`config.mk`:
```
export PLATFORM = sky130hd
export DESIGN_NAME = mode_switch_ctrl
export DESIGN_NICKNAME = d
export VERILOG_FILES = /design/src/rtl/mode_sw_pkg.sv /design/src/rtl/sw_dwell_track.sv /design/src/rtl/window_timer.sv /design/src/rtl/mode_switch_ctrl.sv
export SDC_FILE = /design/constraint.sdc
export NUM_CORES = 1
export LEC_CHECK = 0
export BUFFER_PORTS_ARGS = -buffer_cell sky130_fd_sc_hd__buf_2
export CAP_MARGIN = 40
export CORE_AREA = 3 3 56 58
export DETAILED_ROUTE_END_ITERATION = 16
export DIE_AREA = 0 0 59 61
export PLACE_DENSITY = 0.79
export SETUP_SLACK_MARGIN = 0.05
export SYNTH_ARGS = -nofsm -noshare
export SYNTH_HDL_FRONTEND = slang
export SYNTH_HIERARCHICAL = 1
export SYNTH_SLANG_ARGS = --single-unit
```
`constraint.sdc`:
```
create_clock -name clk -period 5 [get_ports clk]
set_clock_uncertainty 0.1 [all_clocks]
set_input_delay 0.25 -clock clk [delete_from_list [all_inputs] [get_ports clk]]
set_output_delay 0.25 -clock clk [all_outputs]
set_load 0.03 [all_outputs]
```
`src/rtl/mode_sw_pkg.sv`:
```
package mode_sw_pkg;
  typedef enum logic [1:0] {
    MODE_STOP  = 2'b00,
    MODE_RUN   = 2'b01,
    MODE_FAULT = 2'b10
  } op_mode_e;

  typedef enum logic [1:0] {
    WIN_IDLE,
    WIN_HOLD_RUN,
    WIN_HOLD_STOP,
    WIN_SPOILED
  } win_phase_e;
endpackage

```
`src/rtl/sw_dwell_track.sv`:
```
module sw_dwell_track #(
  parameter int DWELL_TICKS = 500
) (
  input  logic clk,
  input  logic rst_n,
  input  logic tick,
  input  logic sw_in,
  output logic sw_rise,
  output logic sw_fall,
  output logic dwell_met
);
  localparam int W = $clog2(DWELL_TICKS + 1);
  localparam logic [W-1:0] DW_MAX = W'(DWELL_TICKS);

  logic         sw_q;
  logic [W-1:0] cnt;

  // sw_q resets to Run so that a selector already in Run at reset is not an edge
  assign sw_rise   = sw_in & ~sw_q;
  assign sw_fall   = ~sw_in & sw_q;
  assign dwell_met = (cnt == DW_MAX);

  always_ff @(posedge clk) begin
    if (!rst_n) begin
      sw_q <= 1'b1;
      cnt  <= '0;
    end else begin
      sw_q <= sw_in;
      if (sw_rise || sw_fall)
        cnt <= '0;
      else if (tick && cnt != DW_MAX)
        cnt <= cnt + 1'b1;
    end
  end
endmodule

```
`src/rtl/window_timer.sv`:
```
module window_timer #(
  parameter int WINDOW_TICKS = 5000
) (
  input  logic clk,
  input  logic rst_n,
  input  logic tick,
  input  logic start,
  input  logic cancel,
  output logic expire
);
  localparam int W = (WINDOW_TICKS > 2) ? $clog2(WINDOW_TICKS) : 1;
  localparam logic [W-1:0] LAST = W'(WINDOW_TICKS - 1);

  logic         active;
  logic [W-1:0] cnt;

  assign expire = active & tick & (cnt == LAST);

  always_ff @(posedge clk) begin
    if (!rst_n) begin
      active <= 1'b0;
      cnt    <= '0;
    end else if (start) begin
      active <= 1'b1;
      cnt    <= '0;
    end else if (cancel || expire) begin
      active <= 1'b0;
    end else if (active && tick) begin
      cnt <= cnt + 1'b1;
    end
  end
endmodule

```
`src/rtl/mode_switch_ctrl.sv`:
```
module mode_switch_ctrl
  import mode_sw_pkg::*;
#(
  parameter int WINDOW_TICKS = 5000,
  parameter int DWELL_TICKS  = 500
) (
  input  logic       clk,
  input  logic       rst_n,
  input  logic       tick,
  input  logic       sw_run,
  input  logic       sw_en,
  input  logic       fatal_flt,
  output logic [1:0] mode_o,
  output logic       clr_pulse,
  output logic       led_blink,
  output logic       led_run
);
  op_mode_e   mode_q, mode_d;
  win_phase_e phase_q, phase_d;
  logic       clr_q, clr_d;
  logic       fatal_q;
  logic       sw_rise, sw_fall, dwell_met;
  logic       win_start, win_cancel, win_expire;
  logic       fatal_new;

  sw_dwell_track #(.DWELL_TICKS(DWELL_TICKS)) u_track (
    .clk       (clk),
    .rst_n     (rst_n),
    .tick      (tick),
    .sw_in     (sw_run),
    .sw_rise   (sw_rise),
    .sw_fall   (sw_fall),
    .dwell_met (dwell_met)
  );

  window_timer #(.WINDOW_TICKS(WINDOW_TICKS)) u_window (
    .clk    (clk),
    .rst_n  (rst_n),
    .tick   (tick),
    .start  (win_start),
    .cancel (win_cancel),
    .expire (win_expire)
  );

  assign fatal_new = fatal_flt & ~fatal_q;

  always_comb begin
    mode_d     = mode_q;
    phase_d    = phase_q;
    clr_d      = 1'b0;
    win_start  = 1'b0;
    win_cancel = 1'b0;
    unique case (mode_q)
      MODE_RUN: begin
        if (fatal_new)             mode_d = MODE_FAULT;
        else if (sw_en && sw_fall) mode_d = MODE_STOP;
      end
      MODE_STOP: begin
        if (fatal_new)                             mode_d = MODE_FAULT;
        else if (sw_en && sw_rise && !fatal_flt)   mode_d = MODE_RUN;
      end
      MODE_FAULT: begin
        if (!sw_en) begin
          phase_d    = WIN_IDLE;
          win_cancel = (phase_q != WIN_IDLE);
        end else begin
          case (phase_q)
            WIN_IDLE: begin
              if (sw_rise) begin
                phase_d   = WIN_HOLD_RUN;
                win_start = 1'b1;
              end
            end
            WIN_HOLD_RUN: begin
              if (win_expire)   phase_d = WIN_IDLE;
              else if (sw_fall) phase_d = dwell_met ? WIN_HOLD_STOP : WIN_SPOILED;
            end
            WIN_HOLD_STOP: begin
              // a completing edge beats a coincident expiry
              if (sw_rise && dwell_met) begin
                mode_d     = MODE_RUN;
                phase_d    = WIN_IDLE;
                clr_d      = 1'b1;
                win_cancel = 1'b1;
              end else if (win_expire) begin
                phase_d = WIN_IDLE;
              end else if (sw_rise) begin
                phase_d = WIN_SPOILED;
              end
            end
            default: begin
              if (win_expire) phase_d = WIN_IDLE;
            end
          endcase
        end
      end
      default: mode_d = MODE_STOP;
    endcase
  end

  always_ff @(posedge clk) begin
    if (!rst_n) begin
      mode_q  <= MODE_STOP;
      phase_q <= WIN_IDLE;
      clr_q   <= 1'b0;
      fatal_q <= 1'b0;
    end else begin
      mode_q  <= mode_d;
      phase_q <= phase_d;
      clr_q   <= clr_d;
      fatal_q <= fatal_flt;
    end
  end

  assign mode_o    = mode_q;
  assign clr_pulse = clr_q;
  assign led_blink = (phase_q != WIN_IDLE);
  assign led_run   = (mode_q == MODE_RUN);
endmodule

```
==> results, run 1 <==
- The flow ran to the end, and the final reports show no timing, DRC or antenna violations.
- Synthesis inferred 30 register bits.
- The number of vias in the routed layout is 1377.
- The antenna cell count is 0.
- Dividing the final minimum period by the clock period gives 0.6103.
- When the netlist entered floorplanning its net count stood at between 200 and 250.
- The tree is rooted in a sky130_fd_sc_hd__clkbuf_4.
- In this run, CTS created clock tree buffers numbering 5.
- Timing would allow up to 0.3277 GHz.
- The portion of synthesized area spent on multiplexers is 0.02433.
- The class of the worst hold path is primary input to flip-flop.
- The combined flip-flop and latch cell area is 600.6 µm².
- The clock latency of the later-clocked register in the worst-skew pair is ~0.33 ns.
- Across all register-to-register paths, the minimum setup slack is 1.95 ns.
- The number of maximum-capacitance violations is 0.
- The worst setup path is of the flip-flop to flip-flop kind.
- Counting the fill cells in the layout gives 232.
- In the global route stage, met2 resource usage came out at 0.3360.
- Setup repair after global routing left no endpoint under its margin.
- In this run the tightest slew margin relative to its limit is 0.6286.
- The share of the Yosys chip area taken by registers is 0.3650.
- The maximum level of the CTS H-tree is 2.
- The number of sinks driven by the clock tree is 30.
- The total routing resource utilization after global routing is 0.2011.
- The clock passes through at most 2 buffers.
- The most used flip-flop cell after synthesis is sky130_fd_sc_hd__dfxtp_1.
- The total overflow left after global routing is 0.
- The initial antenna violation count is 0.
- The number of enable flip-flop cells after synthesis is 0.
- The peak per-stage delay on the critical path is 0.48 ns.
- The clock transition at the registers of the reported paths is 0.09 ns.
- Entering global routing, the biggest net connects 17 pins.
- The signal on the critical path passes through inv_1, ha_1, nand4b_1, nor2_1, nand4_1, o21ai_0, and2_1, nand3b_1, or2_2, or4_1, a21oi_1.
- The compound-gate portion of the synthesized area was 0.1627.
- The cell type with the highest aggregate area in the netlist is sky130_fd_sc_hd__dfxtp_1.
- By area the synthesized netlist is led by sky130_fd_sc_hd__dfxtp_1 (37%), sky130_fd_sc_hd__ha_1 (6.8%), sky130_fd_sc_hd__a21oi_1 (4.3%).
- After the last flow step, the layout net total stands at 218.
- By area, the combinational part of the netlist is dominated by simple AND/OR/NAND/NOR gates.
- The final cell area excluding filler cells is 0.001755 mm².
- The mapped cell area is ~0.0016 mm².
- TritonCTS built the clock tree.
- The routability congestion estimate from global placement is 0.8084.
- In this run the critical register-to-register path is captured at u_window/cnt[11]$_SDFFE_PP0P_.
- The initial utilization of the core area, before any placement, comes to 0.6071.
- The power per standard cell area is around 240 mW/mm².
- The area growth from synthesis to layout is 6.692%.
- Synthesis produced a netlist whose cell count is 188.
- The library cell with the highest instance count after synthesis is sky130_fd_sc_hd__dfxtp_1.
- Setup violations remaining at the end of the flow were counted as 0.
- The number of primary I/O pins is 11.
- In the synthesized netlist, the cells that appear most often are sky130_fd_sc_hd__dfxtp_1 (30), sky130_fd_sc_hd__nand2_1 (17), sky130_fd_sc_hd__a21oi_1 (14), sky130_fd_sc_hd__inv_1 (14), sky130_fd_sc_hd__nor2_1 (11).
- The top fanout value on the critical path is 16.
- The beginning of the worst hold path is sw_run.
- The share of synthesized area in the top cell type comes to 0.3650.
- The horizontal die dimension is 59 µm.
- Yosys printed 6 warnings.
- The area enclosed by the die boundary is 0.003599 mm².
- The count of pins over their slew limit was 0.
- The analysis attributes to cell leakage a power of 0.6241 nW.
- The clock period could shrink to 3.051 ns.
- The global-route met1 utilization is 0.2245.
- Measured along the y axis, the die boundary spans approximately 60 µm.
- Hold repair after CTS inserted 0 buffers.
- After detailed routing, the number of vias per cell comes to between 5 and 6.
- Buffers added to address setup during post-CTS repair amount to 0.
- The number of library cell types mapped by synthesis is 49.
- The cell row count is 19.
- The number of hold violations in the final report is 0.
- In the routed design, unresolved DRC markers number 0.
- The global-route layer with the greatest usage is met2.
- The worst register-to-register path has a depth of 11.
- In the synthesized netlist the async set-or-reset flop fraction comes to 0.
- The share of the synthesized netlist area taken by xor and xnor gates is 0.03726.
- Data arrives at the worst endpoint at roughly 3.2 ns.
- The critical register-to-register path startpoint is u_track/cnt[0]$_SDFFE_PP0P_.
- In the final layout, the share of cells above drive strength 1 is 0.1429.
- The detailed router finished its first iteration with 40 violations.
- The final wirelength is 3.039 mm.
- STA classifies the critical path endpoint as a flip-flop.
- The worst min-delay path endpoint is u_track/sw_q$_SDFF_PN1_.
- The simple-gate share of the synthesized area is 0.2958.
- The arithmetic-cell share of the synthesized area counting full adders, half adders and majority gates is 0.06844.
- The first-pass GRT wire length is 5.402 mm.
- Once placement finished, the instance area stood at 0.001710 mm².
- The detail route stage leaves a number of antenna-violating nets equal to 0.
- Once the clock tree was built, the resizer swapped 0 gates to a different size.
- At the pin with the least slew margin, the transition time is 0.5555 ns.
- STA classifies the critical path startpoint as a flip-flop.
- Data on the critical path is required at its endpoint by between 5 and 6 ns.
- The count of buffers from port buffering is 10.
- The peak ir drop on the vdd network is 0.0002503 V.
- The number of global-route vias before repair was between 1000 and 1500.
- The setup TNS is 0 ns.
- The worst hold path passes through 3 cells.
- In the final layout, the multi-input gates occupy roughly 970 µm².
- The area of the core is around 0.0027 mm².
- The HPWL after detailed placement is roughly 2.3 mm.
- The average footprint of a synthesized cell is 8.752 µm².
- The first-pass detailed-route iteration total is 5.
- The largest individual stage delay along the critical path comes from the cell sky130_fd_sc_hd__or2_2.
- Dividing the detail-routed wire length by the instance count gives 12.99 µm.
- The fraction of met3 tracks used by global routing is 0.07021.
-- final cells by class --
cell class              instances  area share
multi-input cells             142      0.5517
clock buffers                   7     0.02566
flip-flops and latches         30      0.3421
repair buffers                 10     0.02851
well taps                      31     0.02210
inverters                      14     0.02994
-- registers in the layout (all words and copies together), names as in the netlist --
register and flops:
u_track/cnt 9, u_track/sw_q 1, clr_pulse 1, mode_o 2
u_window/active 1, phase_q 2, fatal_q 1, u_window/cnt 13
-- worst max-delay path: cells and delay by family (launching register included) --
kind	cells	cell delay (ns)
flops	1	0.41
buf+inv	1	0.08
fa+ha+maj	1	0.20
simple gates	7	1.96
compound gates	2	0.24
-- layer usage --
layer / vias up / wire (µm)
li1: 709 / -
met1: 644 / 1384
met5: - / 0
met3: 7 / 124
met4: 0 / 65
met2: 17 / 1464
-- cells by family (layout without fill, tap and decap cells) --
family | Yosys count | after routing
AND/OR/NAND/NOR | 82 | 82
AO/OA/AOI/OAI | 40 | 40
flip-flops | 30 | 30
buffers and inverters | 16 | 31
adder cells (fa/ha/maj) | 9 | 9
XOR/XNOR | 7 | 7
multiplexers | 4 | 4
-- power by group --
group	leakage, nW	internal (mW)	switching, mW
Sequential	0.243	0.242	0.00387
Clock	0.0254	0.0529	0.0777
Combinational	0.356	0.0150	0.0263
Total	0.624	0.310	0.108
-- placed cells by master, fill, tap and decap left out, types with 4 or more instances in the layout --
master | netlist | final
sky130_fd_sc_hd__dfxtp_1 | 30 | 30
sky130_fd_sc_hd__nand2_1 | 17 | 17
sky130_fd_sc_hd__inv_1 | 14 | 14
sky130_fd_sc_hd__a21oi_1 | 14 | 14
sky130_fd_sc_hd__nor2_1 | 11 | 11
sky130_fd_sc_hd__buf_2 | 0 | 10
sky130_fd_sc_hd__ha_1 | 9 | 9
sky130_fd_sc_hd__nand3_1 | 8 | 8
sky130_fd_sc_hd__o31ai_1 | 7 | 7
sky130_fd_sc_hd__xnor2_1 | 7 | 7
sky130_fd_sc_hd__nor2b_1 | 5 | 5
sky130_fd_sc_hd__clkbuf_4 | 0 | 5
sky130_fd_sc_hd__nand4_1 | 4 | 4
sky130_fd_sc_hd__o21ai_0 | 4 | 4
sky130_fd_sc_hd__nor4_1 | 4 | 4
sky130_fd_sc_hd__nor3_1 | 4 | 4
sky130_fd_sc_hd__mux2i_1 | 4 | 4
sky130_fd_sc_hd__or4_1 | 4 | 4
-- how the worst max path moves through the flow --
stage                                            from                       endpoint  slack (ns)  cells after the start
after floorplan           u_track/cnt[0]$_SDFFE_PP0P_  u_window/cnt[11]$_SDFFE_PP0P_        2.49                     11
after global placement    u_track/cnt[0]$_SDFFE_PP0P_  u_window/cnt[11]$_SDFFE_PP0P_        2.14                     11
after detailed placement  u_track/cnt[0]$_SDFFE_PP0P_  u_window/cnt[11]$_SDFFE_PP0P_        2.02                     11
after CTS                 u_track/cnt[0]$_SDFFE_PP0P_  u_window/cnt[11]$_SDFFE_PP0P_        1.99                     11
after global routing      u_track/cnt[0]$_SDFFE_PP0P_  u_window/cnt[11]$_SDFFE_PP0P_        1.65                     11
final                     u_track/cnt[0]$_SDFFE_PP0P_  u_window/cnt[11]$_SDFFE_PP0P_        1.95                     11
-- metrics by stage --
step / utilization / worst slack [ns] / total power, mW / hold WS [ns] / std cells
floorplan: - / 2.486 / 0.2812 / 0.2187 / 188
global placement: 0.6311 / 2.135 / 0.2921 / 0.3568 / 227
detailed placement: 0.6311 / 2.024 / 0.2933 / 0.3646 / 227
CTS: 0.6477 / 1.993 / 0.4227 / 0.01455 / 234
global route: 0.6477 / 1.646 / 0.4420 / 0.02360 / 234
finish: 0.6477 / 1.949 / 0.4183 / 0.02386 / 234
Power figures use the tool's default switching activity.
==> run 2: changes to the inputs <==
- CORE_AREA: 3 3 56 58 -> 3 3 60 62
- DIE_AREA: 0 0 59 61 -> 0 0 63 65
- PLACE_DENSITY: 0.79 -> 0.72
- clock period: 5 -> 2.8 ns (I/O delays scaled with it)
==> run 2 against run 1 <==
  * Clock power increased by 110%
  * Non-clock buffer count increased by 7
  * Wire length increased by 9.0%
  * Count of clock-buffer cells in the layout unchanged
  * Critical path depth unchanged
  * Combinational power increased by 89%
  * Highest routed layer unchanged
  * Final area increased by 5.3%
  * Final cell count increased by 9.0%
  * Critical endpoint unchanged
==> results, run 2 (synthesis gave the netlist of run 1 again) <==
- The flow ran to the end, and the final reports show no timing, DRC or antenna violations.
- The number of filler instances in the final layout is 287 (+24%).
- The largest registers in the layout are u_window/cnt x13, u_track/cnt x9.
- The maximum level of the CTS H-tree is 2 (unchanged).
- The total routing resource utilization after global routing is 0.1803 (-0.02079).
- The cell area reported after detailed placement came to 0.001749 mm² (+2.3%).
- The class of the worst hold path is primary input to flip-flop.
- The y dimension of the die is 65 µm (+6.6%).
- The area of the core came to 0.003078 mm² (+14%).
- The count of pins over their slew limit was 0 (unchanged).
- Clock tree synthesis selected as its root buffer the cell sky130_fd_sc_hd__clkbuf_4.
- The flip-flop count of the largest register after layout came to 13 (unchanged).
- The number of primary I/O pins is 11 (unchanged).
- The average routed wire per standard cell is 12.98 µm (about the same).
- The combinational share of power is 0.099 (about the same).
- The worst-case headroom to the max-slew limit is 0.6363 (+0.007720).
- STA classifies the critical path startpoint as a flip-flop.
- The net switching share of the total power is 0.2623 (+0.004306).
- The number of global-route vias before repair was 1328 (+3.4%).
- The leakage component of the power was 0.6640 nW (+6.4%).
- The first-pass detailed-route iteration total came to 5 (unchanged).
- The number of buffers created by CTS is 5 (unchanged).
- The count of buffers from port buffering is 10 (unchanged).
- The switching power of the nets is 0.2079 mW (+93%).
- The final wirelength is 3.311 mm (+9.0%).
- The critical path in this run is classified as flip-flop to flip-flop.
- The peak ir drop on the vdd network is 0.0003209 V (+28%).
- Setup repair after global routing left no endpoint under its margin.
- The final cell area excluding filler cells is 0.001849 mm² (+5.3%).
- The proportion of layout cells with a drive suffix above 1 is 0.1754 (+0.03250).
- The first-pass GRT wire length came to 5.809 mm (+7.5%).
- The post-route minimum period is 2.626 ns (-0.4255 ns).
- The antenna cell count is 0 (unchanged).
- The worst hold-check slack came to 0.02476 ns (+0.0009022 ns).
- The kind of end point of the critical path is a flip-flop.
- The remaining design rule violation count is 0 (unchanged).
- The average via count per standard cell came to 5.584 (-5.1%).
- The CTS tree is built.
- Compared with the post-synthesis result, the final layout area differs by 12.40%.
- The library cell used most frequently in the layout, excluding fill and tap cells, is sky130_fd_sc_hd__dfxtp_1.
- The cell row count is 20 (+1).
- The data arrival at the endpoint of the critical path is 2.80 ns (-0.42 ns).
- The final net count is 225 (+3.2%).
- The final setup violation count is 0 (unchanged).
- The violation count after the first detailed-routing iteration is 54 (+35%).
- The transition at the pin with the smallest max-transition slack is 0.5406 ns (-0.01489 ns).
- The top fanout value on the critical path is 5 (-11).
- The worst endpoint required time is 2.97 ns (-2.20 ns).
- The number of sinks driven by the clock tree came to 30 (unchanged).
- The share of total power in the clock network is 0.346 (+0.034).
- The share of the clock period used by the worst path after layout is 0.9378 (+0.3275).
- The initial antenna violation count is 0 (unchanged).
- The sum of internal, switching and leakage power is 0.7925 mW (+89%).
- The initial cell density of the core is 0.5346 (-0.07256).
- The number of maximum-capacitance violations was 0 (unchanged).
- The total internal power is 0.5846 mW (+88%).
- The half-perimeter wire length after placement was 2.475 mm (+8.8%).
- The library cells used most frequently in the layout, excluding fill and tap cells, are sky130_fd_sc_hd__dfxtp_1 (28), sky130_fd_sc_hd__nand2_1 (17), sky130_fd_sc_hd__inv_1 (14), sky130_fd_sc_hd__a21oi_1 (14), sky130_fd_sc_hd__nor2_1 (11).
- The fraction of power consumed by sequential logic is 0.556 (-0.033).
- The maximum buffer depth of the clock tree came to 2 (unchanged).
- u_window/cnt holds more flip-flops than any other register.
- The number of vias in the routed layout is 1424 (+3.4%).
- The area enclosed by the die boundary is 0.004095 mm² (+14%).
- The final global-route overflow total is 0 (unchanged).
- The maximum clock rate is 0.3808 GHz (+16%).
- The power per standard cell area is 428.6 mW/mm² (+80%).
- The horizontal die dimension is 63 µm (+6.8%).
- The clock latency of the later-clocked register in the worst-skew pair came to 0.34 ns (about the same).
- The number of hold violations in the final report is 0 (unchanged).
- The remaining antenna violation count was 0 (unchanged).
- The pin count of the biggest net entering global routing is 14 (-3).
- The clock transition at the registers of the reported paths was 0.09 ns (about the same).
- The setup TNS came to 0 ns (unchanged).
- The routability congestion estimate from global placement was 0.8069 (-0.19%).
run 2: final timing paths:
kind	from	endpoint	slack (ns)	cells after the start
setup / recovery	u_track/cnt[0]$_SDFFE_PP0P_	u_window/cnt[11]$_SDFFE_PP0P_	0.17	11
hold / removal	rst_n	clr_pulse$_SDFF_PN0_	0.02	3
setup reg to reg	u_track/cnt[0]$_SDFFE_PP0P_	u_window/cnt[11]$_SDFFE_PP0P_	0.17	11
hold reg to reg	u_window/cnt[12]$_SDFFE_PP0P_	u_window/cnt[12]$_SDFFE_PP0P_	0.40	2
run 2: power groups by stage:
stage	clock network (mW)	logic [mW]	registers [mW]
3_3_place_gp	0	0.0724	0.449
6_report	0.274	0.0782	0.441
2_1_floorplan	0	0.0482	0.454
5_1_grt	0.296	0.0870	0.442
4_1_cts	0.285	0.0782	0.440
3_5_place_dp	0	0.0748	0.450
run 2: layout make-up:
| cell class | instances | area [µm²] | share of cell area |
|---|---|---|---|
| Sequential cell | 30 | 603.1 | 0.3261 |
| Timing Repair Buffer | 17 | 110.1 | 0.05954 |
| Multi-Input combinational cell | 142 | 968.4 | 0.5237 |
| Clock inverter | 1 | 5.005 | 0.002706 |
| Inverter | 14 | 52.55 | 0.02842 |
| Clock buffer | 7 | 55.05 | 0.02977 |
| Tap cell | 44 | 55.05 | 0.02977 |
run 2: repair_timing:
item / 4_1_cts / 5_1_grt
endpoints found under the setup margin: 0 / 4
endpoints found under the hold margin: 2 / 0
resized for setup: 0 / 2
hold buffers: 3 / 0
buffers inserted: 0 / 1
run 2: routing by layer:
layer | part of all wire | GRT usage | vias up
met2 | 0.48 | 0.3070 | 20
met5 | 0 | 0 | -
met4 | 0.016 | 0.07713 | 0
met3 | 0.034 | 0.06066 | 6
met1 | 0.47 | 0.2051 | 668
li1 | - | - | 730
run 2: worst max-delay path, stage by stage (launching register included):
cell,delay (ns)
sky130_fd_sc_hd__dfxtp_2,0.37
sky130_fd_sc_hd__inv_1,0.06
sky130_fd_sc_hd__ha_1,0.19
sky130_fd_sc_hd__nand4b_1,0.13
sky130_fd_sc_hd__nor2_1,0.11
sky130_fd_sc_hd__nand4_1,0.16
sky130_fd_sc_hd__o21ai_0,0.10
sky130_fd_sc_hd__and2_1,0.17
sky130_fd_sc_hd__nand3b_1,0.21
sky130_fd_sc_hd__or2_2,0.35
sky130_fd_sc_hd__or4_1,0.47
sky130_fd_sc_hd__a21oi_1,0.15
run 2: per-stage QoR:
stage | utilization | setup WS, ns | instances
6_report | 0.6008 | 0.1742 | 255
4_1_cts | 0.5976 | 0.1353 | 254
3_3_place_gp | 0.5683 | 0.2456 | 243
3_5_place_dp | 0.5683 | 0.1630 | 243
5_1_grt | 0.6008 | 0.04139 | 255
2_1_floorplan | - | 0.2857 | 188
==> run 3: changes to the inputs <==
- GPL_TIMING_DRIVEN: not set -> 0
==> run 3 against run 2 <==
  * Clock power decreased by 16%
  * Via count up 1.2%
  * Global-route usage grew 0.39 points
  * Sequential share of layout area shrank 0.15 points
  * Register-to-register slack hardly changed
  * First-iteration DRC count up 85%
  * Worst hold slack improved by 0.034 ns
  * Count of clock-buffer cells in the layout unchanged
  * Sequential cell count unchanged
  * Final area is 0.47% higher
  * Critical path depth is the same
  * Largest power group unchanged
==> results, run 3 (synthesis gave the netlist of run 1 again) <==
- The flow ran to the end, and the final reports show no timing, DRC or antenna violations.
- The count of buffers from port buffering was 10 (unchanged).
- The number of global-route vias before repair is 1441 (+8.5%).
- The number of hold violations in the final report is 0 (unchanged).
- The post-route minimum period was 2.630 ns (+0.004197 ns).
- The horizontal die dimension is 63 µm (unchanged).
- The final net count was 226 (+0.44%).
- The area added between synthesis and finish is 12.93%.
- The initial cell density of the core is 0.5346 (unchanged).
- The routability congestion estimate from global placement is 0.8553 (+6.0%).
- The number of sinks driven by the clock tree came to 30 (unchanged).
- The first-pass GRT wire length is 6.044 mm (+4.0%).
- The leakage component of the power is 0.6675 nW (+0.53%).
- The worst setup path is captured at a flip-flop.
- The number of buffers created by CTS was 5 (unchanged).
- The final global-route overflow total is 0 (unchanged).
- The peak per-stage delay on the critical path is 0.48 ns (about the same).
- The worst-case headroom to the max-slew limit is 0.6362 (about the same).
- The maximum buffer depth of the clock tree was 2 (unchanged).
- The final wirelength came to 3.483 mm (+5.2%).
- The number of primary I/O pins came to 11 (unchanged).
- The remaining design rule violation count came to 0 (unchanged).
- The half-perimeter wire length after placement is 2.533 mm (+2.3%).
- The CTS tree is built.
- The clock latency of the later-clocked register in the worst-skew pair is 0.32 ns (-0.02 ns).
- The cell area reported after detailed placement is 0.001750 mm² (about the same).
- The top fanout value on the critical path is 5 (unchanged).
- The flip-flop count of the largest register after layout is 13 (unchanged).
- The cell row count is 20 (unchanged).
- The area enclosed by the die boundary is 0.004095 mm² (unchanged).
- Leaving out fill and tap cells, the most frequent cell in the layout is sky130_fd_sc_hd__dfxtp_1.
- The number of vias in the routed layout was 1441 (+1.2%).
- The area of the core is 0.003078 mm² (unchanged).
- The proportion of layout cells with a drive suffix above 1 was 0.1754 (unchanged).
- Leaving out fill and tap cells, the most frequent cells in the layout are sky130_fd_sc_hd__dfxtp_1 (28), sky130_fd_sc_hd__nand2_1 (17), sky130_fd_sc_hd__inv_1 (14), sky130_fd_sc_hd__a21oi_1 (14).
- The remaining antenna violation count was 0 (unchanged).
- The clock transition at the registers of the reported paths is 0.09 ns (about the same).
- The element type at the critical path start is a flip-flop.
- The slowest stage of the critical path belongs to the cell sky130_fd_sc_hd__or4_1.
- The worst endpoint required time was 2.96 ns (about the same).
- The number of maximum-capacitance violations is 0 (unchanged).
- The count of pins over their slew limit was 0 (unchanged).
- Setup repair after global routing left no endpoint under its margin.
- The data arrival at the endpoint of the critical path is 2.79 ns (about the same).
- The first-pass detailed-route iteration total was 4 (-1).
- The total routing resource utilization after global routing is 0.1842 (+0.003927).
- The class of the worst hold path is primary input to flip-flop.
- The peak ir drop on the vdd network is 0.0001843 V (-43%).
- Walking the worst path, the cells encountered are inv_1, ha_1, nand4b_1, nor2_2, nand4_1, o21ai_0, and2_1, nand3b_1, or2_2, or4_1, a21oi_1.
- The final cell area excluding filler cells was 0.001858 mm² (+0.47%).
- The initial antenna violation count was 0 (unchanged).
- The power per standard cell area is 405.6 mW/mm² (-5.4%).
- The final setup violation count came to 0 (unchanged).
- The setup TNS was 0 ns (unchanged).
- The maximum clock rate is 0.3802 GHz (-0.16%).
- The antenna cell count is 0 (unchanged).
- The average via count per standard cell is 5.651 (+1.2%).
- Clock tree synthesis selected as its root buffer the cell sky130_fd_sc_hd__clkbuf_4.
- The pin count of the biggest net entering global routing is 14 (unchanged).
- The y dimension of the die is 65 µm (unchanged).
- The count of placed standard cells including taps is 242 (-0.41%).
- The worst hold-check slack is 0.05865 ns (+0.03389 ns).
- Counting flops per register, the top entry is u_window/cnt.
- The largest registers in the layout are u_window/cnt x13, u_track/cnt x9.
- The average routed wire per standard cell came to 13.66 µm (+5.2%).
- The share of the clock period used by the worst path after layout came to 0.9393 (+0.001499).
- The type of the worst setup path is flip-flop to flip-flop.
- The maximum level of the CTS H-tree came to 2 (unchanged).
- The violation count after the first detailed-routing iteration is 100 (+85%).
- The number of cells in the finished layout apart from fillers is 255 (unchanged).
- The transition at the pin with the smallest max-transition slack is 0.5407 ns (+0.0001013 ns).
==> run 3: metal layers <==
metal	GRT usage	vias to the layer above	share of wire
met1	0.1983	670	0.44
li1	-	730	-
met2	0.3426	30	0.51
met5	0	-	0
met3	0.04159	11	0.032
met4	0.07989	0	0.016
==> run 3: what timing repair did <==
item / 4_1_cts / 5_1_grt
hold buffers: 3 / 0
setup endpoints to repair: 3 / 10
setup buffers: 2 / 1
gates resized for setup: 1 / 3
pin swaps: 0 / 1
endpoints found under the hold margin: 2 / 0
==> run 3: area by class of cell <==
class	count	area, µm²
inverters	14	52.55
plain buffers	2	23.77
well taps	44	55.05
clock buffers	7	45.04
multi-input cells	142	975.9
fillers	289	1220
flip-flops and latches	30	603.1
repair buffers	16	102.6
==> run 3: report_power, final <==
group          leakage [nW]  internal, mW  switching [mW]
registers             0.244         0.433         0.00721
clock network        0.0254        0.0946           0.137
logic                 0.398        0.0314          0.0502
==> run 3: path summary, 6_finish.rpt <==
kind	start	end	slack (ns)	cells after the start
min	rst_n	clr_pulse$_SDFF_PN0_	0.06	3
max	u_track/cnt[0]$_SDFFE_PP0P_	u_window/cnt[11]$_SDFFE_PP0P_	0.17	11
max reg2reg	u_track/cnt[0]$_SDFFE_PP0P_	u_window/cnt[11]$_SDFFE_PP0P_	0.17	11
min reg2reg	u_track/cnt[0]$_SDFFE_PP0P_	u_track/cnt[0]$_SDFFE_PP0P_	0.39	2
==> run 3: worst max-delay path, delay by kind of cell, from the launching register on <==
kind	cells	cell delay, ns
buffers and inverters	1	0.07
and+or+nand+nor	7	1.58
AOI/OAI and AO/OA	2	0.25
DFF	1	0.37
adders and majority gates	1	0.21
==> run 3: per-stage QoR <==
stage | util | total power [mW] | setup WS (ns)
6_report | 0.6037 | 0.7536 | 0.1700
5_1_grt | 0.6037 | 0.7902 | 0.04590
4_1_cts | 0.5996 | 0.7619 | 0.08939
3_5_place_dp | 0.5687 | 0.5276 | -0.06847
3_3_place_gp | 0.5687 | 0.5230 | 0.02513
2_1_floorplan | - | 0.5022 | 0.2857
